$ cat config.mk
export PLATFORM = sky130hd
export DESIGN_NAME = phase_freq_det
export DESIGN_NICKNAME = d
export VERILOG_FILES = /design/src/rtl/pfd_pkg.sv /design/src/rtl/pfd_rst_sync.sv /design/src/rtl/pfd_edge_sync.sv /design/src/rtl/pfd_flag.sv /design/src/rtl/pfd_abl_timer.sv /design/src/rtl/phase_freq_det.sv
export SDC_FILE = /design/constraint.sdc
export NUM_CORES = 1
export LEC_CHECK = 0
export BUFFER_PORTS_ARGS = -buffer_cell sky130_fd_sc_hd__buf_2
export CAP_MARGIN = 40
export CORE_MARGIN = 2
export CORE_UTILIZATION = 35
export CTS_CLUSTER_DIAMETER = 80
export CTS_CLUSTER_SIZE = 24
export DETAILED_ROUTE_END_ITERATION = 16
export GPL_ROUTABILITY_DRIVEN = 1
export PLACE_DENSITY = 0.52
export SYNTH_ARGS = -nofsm -noshare
export SYNTH_HDL_FRONTEND = slang
export SYNTH_HIERARCHICAL = 1
export SYNTH_SLANG_ARGS = --single-unit
$ cat constraint.sdc
create_clock -name clk -period 0.8 [get_ports clk]
set_clock_uncertainty 0.1 [all_clocks]
set_input_delay 0.08 -clock clk [delete_from_list [all_inputs] [get_ports clk]]
set_output_delay 0.08 -clock clk [all_outputs]
set_load 0.005 [all_outputs]
$ cat src/rtl/pfd_pkg.sv
package pfd_pkg;

  localparam int unsigned ABW_W = 2;
  localparam int unsigned CNT_W = 3;

  typedef logic [ABW_W-1:0] abw_code_t;
  typedef logic [CNT_W-1:0] hold_cnt_t;

  // Overlap length in system-clock cycles for each hold code.
  function automatic hold_cnt_t abw_cycles(input abw_code_t code);
    hold_cnt_t len;
    unique case (code)
      2'd1:    len = hold_cnt_t'(1);
      2'd2:    len = hold_cnt_t'(6);
      default: len = hold_cnt_t'(3);
    endcase
    return len;
  endfunction

endpackage

$ cat src/rtl/pfd_rst_sync.sv
module pfd_rst_sync #(
  parameter int unsigned STAGES = 2
) (
  input  logic clk,
  input  logic arst_n,
  output logic srst_n
);

  logic [STAGES-1:0] chain_q;
  logic [STAGES-1:0] chain_d;

  always_comb begin
    chain_d = {chain_q[STAGES-2:0], 1'b1};
  end

  always_ff @(posedge clk or negedge arst_n) begin
    if (!arst_n) chain_q <= '0;
    else         chain_q <= chain_d;
  end

  assign srst_n = chain_q[STAGES-1];

endmodule

$ cat src/rtl/pfd_edge_sync.sv
module pfd_edge_sync #(
  parameter int unsigned STAGES = 2
) (
  input  logic clk,
  input  logic rst_n,
  input  logic din,
  output logic rise
);

  logic [STAGES-1:0] sync_q;
  logic [STAGES-1:0] sync_d;
  logic              prev_q;
  logic              prev_d;

  always_comb begin
    sync_d = {sync_q[STAGES-2:0], din};
    prev_d = sync_q[STAGES-1];
  end

  always_ff @(posedge clk or negedge rst_n) begin
    if (!rst_n) begin
      sync_q <= '0;
      prev_q <= 1'b0;
    end else begin
      sync_q <= sync_d;
      prev_q <= prev_d;
    end
  end

  assign rise = sync_q[STAGES-1] & ~prev_q;

endmodule

$ cat src/rtl/pfd_flag.sv
module pfd_flag (
  input  logic clk,
  input  logic rst_n,
  input  logic set,
  input  logic clr,
  input  logic pd,
  output logic q
);

  logic q_q;
  logic q_d;

  always_comb begin
    if (pd)       q_d = 1'b0;
    else if (clr) q_d = set;          // an edge on the clear cycle re-arms
    else          q_d = q_q | set;
  end

  always_ff @(posedge clk or negedge rst_n) begin
    if (!rst_n) q_q <= 1'b0;
    else        q_q <= q_d;
  end

  assign q = q_q;

endmodule

$ cat src/rtl/pfd_abl_timer.sv
module pfd_abl_timer
  import pfd_pkg::*;
(
  input  logic      clk,
  input  logic      rst_n,
  input  logic      both,
  input  abw_code_t code,
  input  logic      pd,
  output logic      clr
);

  hold_cnt_t cnt_q;
  hold_cnt_t cnt_d;
  hold_cnt_t lim;
  logic      cnt_en;
  logic      expire;

  always_comb begin
    lim    = abw_cycles(code);
    cnt_en = both & ~pd;
    // >= keeps the overlap bounded if the code shrinks mid-count
    expire = cnt_en & (cnt_q >= (lim - hold_cnt_t'(1)));
    if (!cnt_en || expire) cnt_d = '0;
    else                   cnt_d = cnt_q + hold_cnt_t'(1);
  end

  always_ff @(posedge clk or negedge rst_n) begin
    if (!rst_n) cnt_q <= '0;
    else        cnt_q <= cnt_d;
  end

  assign clr = expire;

endmodule

$ cat src/rtl/phase_freq_det.sv
module phase_freq_det
  import pfd_pkg::*;
#(
  parameter int unsigned SYNC_STAGES = 2,
  parameter int unsigned RST_STAGES  = 2
) (
  input  logic       clk,
  input  logic       rst_n,
  input  logic       ref_in,
  input  logic       fb_in,
  input  logic [1:0] abw_code,
  input  logic       pwr_dn,
  output logic       up,
  output logic       dn
);

  localparam int unsigned NCH = 2;

  logic           srst_n;
  logic [NCH-1:0] in_vec;
  logic [NCH-1:0] rise_vec;
  logic [NCH-1:0] flag_vec;
  logic           both_set;
  logic           pair_clr;

  pfd_rst_sync #(.STAGES(RST_STAGES)) u_rst (
    .clk    (clk),
    .arst_n (rst_n),
    .srst_n (srst_n)
  );

  assign in_vec = {fb_in, ref_in};

  for (genvar ch = 0; ch < NCH; ch++) begin : g_ch
    pfd_edge_sync #(.STAGES(SYNC_STAGES)) u_edge (
      .clk   (clk),
      .rst_n (srst_n),
      .din   (in_vec[ch]),
      .rise  (rise_vec[ch])
    );
    pfd_flag u_flag (
      .clk   (clk),
      .rst_n (srst_n),
      .set   (rise_vec[ch]),
      .clr   (pair_clr),
      .pd    (pwr_dn),
      .q     (flag_vec[ch])
    );
  end

  assign both_set = &flag_vec;

  pfd_abl_timer u_timer (
    .clk   (clk),
    .rst_n (srst_n),
    .both  (both_set),
    .code  (abw_code_t'(abw_code)),
    .pd    (pwr_dn),
    .clr   (pair_clr)
  );

  assign up = flag_vec[0] & ~pwr_dn;
  assign dn = flag_vec[1] & ~pwr_dn;

endmodule

==> impl_metrics.tcl <==
set metrics [dict create \
    clkTransAtPathRegs_ns 0.07 \
    synth_top_area_share_pct 55.7 \
    clockRootBuffer "clkbuf_4" \
    grt_pass1_wl_mm 1.50 \
    finish.net_count 85 \
    grt_use_met1_pct 12.8 \
    ys_ff_latch 13 \
    start_kind "flip-flop" \
    max-cap-violations 0 \
    finalInstanceArea_um2 836 \
    drtIter0Drc 1 \
    yosys.cell_types.count 15 \
    wl_um 837 \
    endpoint_kind "flip-flop" \
    ys.flop_type "dfrtp_1" \
    syn-num-nets 59 \
    vias 377 \
    gr-usage-met3_pct 3.60 \
    critical_path_class "flip-flop to flip-flop" \
    grt_pass1_vias 394 \
    power_density_mw_per_mm2 1510 \
    leakage_nw 0.404 \
    antenna_found_initial 0 \
    drc 0 \
    p_int_w 0.000982 \
    ant_nets 0 \
    layout-drive-gt1-share_pct 52.1 \
    period_needed_ns 1.42 \
    crit_path_max_fanout 2 \
    synth.most_common_cell "dfrtp_1" \
    synth.avg_cell_area_um2 12.7 \
    power_switching_w 0.000278 \
    dp_hpwl_um 630 \
    hold_buffers 3 \
    diodes 0 \
    hold_violations 2 \
    io_pins 9 \
    routabilityCongestion 0.670 \
    area_delta_synth_final_pct 43.0 \
    syn_area_um2 584 \
    gr-max-usage-layer "met2" \
    rsz0062_at_grt "yes" \
    p_comb_share_pct 14.0 \
    drtPass1Iterations 2 \
    peakVddDrop_mv 1.16 \
    cp.arrival_ns 1.52 \
    dieArea_mm2 0.00201 \
    die_h_um 44.9 \
    grt-ovfl-total 0 \
    layout_setup_ws_ns -0.624 \
    synth_warnings 6 \
    dpl_cell_area_um2 732 \
    setup_violations 7 \
    finalSetupTns_ns -3.60 \
    start_util_pct 37.9 \
    dp_cells 77 \
    port_buffers 8 \
    power_frac_seq_pct 55.5 \
    fin_crit_sh_pct 178 \
    synth_top_area_cell "dfrtp_1" \
    grt_max_degree 12 \
    status "complete, but fails checks" \
    met2_usage_pct 17.7 \
    max_clock_freq_mhz 702 \
    slew_violations 0 \
    placementRows 14 \
    crit_required_ns 0.90 \
    synth_common_cells "dfrtp_1, inv_1, ha_1" \
    hp-class "input port to flip-flop" \
    cts_buffers 3 \
    synth_cells 46 \
    n_fill_cell 141 \
    numClockSinks 13 \
    synthArstFlopShare_pct 100 \
    synth-seq-area-share_pct 55.7 \
    synth-edff-count 0 \
    timing.hold.ws_ns -0.0130 \
    fp.dieW_um 44.9 \
    violations "hold timing, setup timing" \
    final_cells 87 \
    tritoncts "done" \
    worst_skew_pair.late_latency_ns 0.26 \
    p_clk_share_pct 30.5 \
    via_per_inst 4.33 \
    synth_area_leaders "dfrtp_1, ha_1, nor2b_4" \
    track_usage_pct 10.8 \
    switching_share_pct 22.1 \
    wire_per_inst_um 9.62 \
    h-tree-depth 1 \
    cts_max_path_buffers 2 \
    core_area_mm2 0.00154 \
]
## path summary, 6_finish.rpt
| path | depth (start not counted) | slack, ns | startpoint | end |
|---|---|---|---|---|
| worst max-delay path | 6 | -0.62 | u_timer/cnt_q[2]$_DFF_PN0_ | g_ch[0].u_flag/q$_DFF_PN0_ |
| worst min-delay path | 3 | -0.01 | pwr_dn | g_ch[1].u_flag/q$_DFF_PN0_ |
| worst max register to register | 6 | -0.62 | u_timer/cnt_q[2]$_DFF_PN0_ | g_ch[0].u_flag/q$_DFF_PN0_ |
| worst min register to register | 1 | 0.06 | u_rst/chain_q[1]$_DFF_PN0_ | g_ch[1].u_edge/sync_q[0]$_DFF_PN0_ |
| max in group asynchronous | 1 | 0.40 | u_rst/chain_q[1]$_DFF_PN0_ | u_timer/cnt_q[0]$_DFF_PN0_ |
| min in group asynchronous | 2 | 0.02 | rst_n | u_rst/chain_q[0]$_DFF_PN0_ |
## critical path, cell delays in order, from the launching register on
cell      delay, ns
dfrtp_1        0.41
ha_4           0.23
a21oi_2        0.12
o21ai_2        0.07
and2b_1        0.17
nand2b_4       0.14
a21oi_2        0.11
## stage by stage
stage | utilization, % | setup slack [ns] | total power [W]
after floorplan | - | -0.611 | 0.000793
after global placement | 47.5 | -0.696 | 0.000852
after detailed placement | 47.5 | -0.726 | 0.000855
after CTS | 54.2 | -0.636 | 0.00129
after global routing | 54.2 | -0.695 | 0.00134
final | 54.2 | -0.624 | 0.00126
## repair_timing
item | 4_1_cts | 5_1_grt
hold endpoints to repair | 6 | 2
gates resized for setup | 5 | 1
pin swaps | 3 | 2
setup endpoints to repair | 7 | 7
buffers inserted | 3 | 1
## routing by layer
layer  part of all wire, %  up-vias
li1                      -      190
met1                    45      176
met2                    49       11
met3                   5.9        0
met4                     0        0
met5                     0        -
## registers in the layout, indices dropped and copies added, names as in the netlist
name                flops
u_rst/chain_q           2
g_ch.u_edge/prev_q      2
g_ch.u_flag/q           2
g_ch.u_edge/sync_q      4
u_timer/cnt_q           3
## cell families after synthesis
family,count (synthesis),share of synthesized area [%]
AOI/OAI and AO/OA,4,6.00
xor gates and xnor gates,1,1.50
adders and majority gates,6,12.8
buffers and inverters,7,4.50
DFF,13,55.7
other,1,0.642
and+or+nand+nor,14,18.8
## layout by cell type (no fill, tap or decap), drive strengths merged
master and instances:
nand2b 3, a21oi 3, nor3 3, and2b 1
and2 1, dfrtp 13, ha 6, xnor2 1
nor2b 5, nand2 1, inv 7, buf 18
clkbuf 4, o21ai 1, dlygate4sd3 3, conb 1
## power by group through the flow
stage / Combinational (W) / Sequential (W) / Clock, W
global placement: 0.000140 / 0.000712 / 0
finish: 0.000176 / 0.000700 / 0.000384
global route: 0.000197 / 0.000703 / 0.000441
floorplan: 0.0000758 / 0.000718 / 0
CTS: 0.000180 / 0.000701 / 0.000406
detailed placement: 0.000142 / 0.000713 / 0
## cell type report
class,count,area (um^2),area share (%)
Clock buffer,4,26.3,3.14
Sequential cell,13,325,38.9
Multi-Input combinational cell,26,285,34.1
Timing Repair Buffer,21,153,18.3
Inverter,7,26.3,3.14
Tap cell,16,20.0,2.40
(Power assumes the default switching activity.)
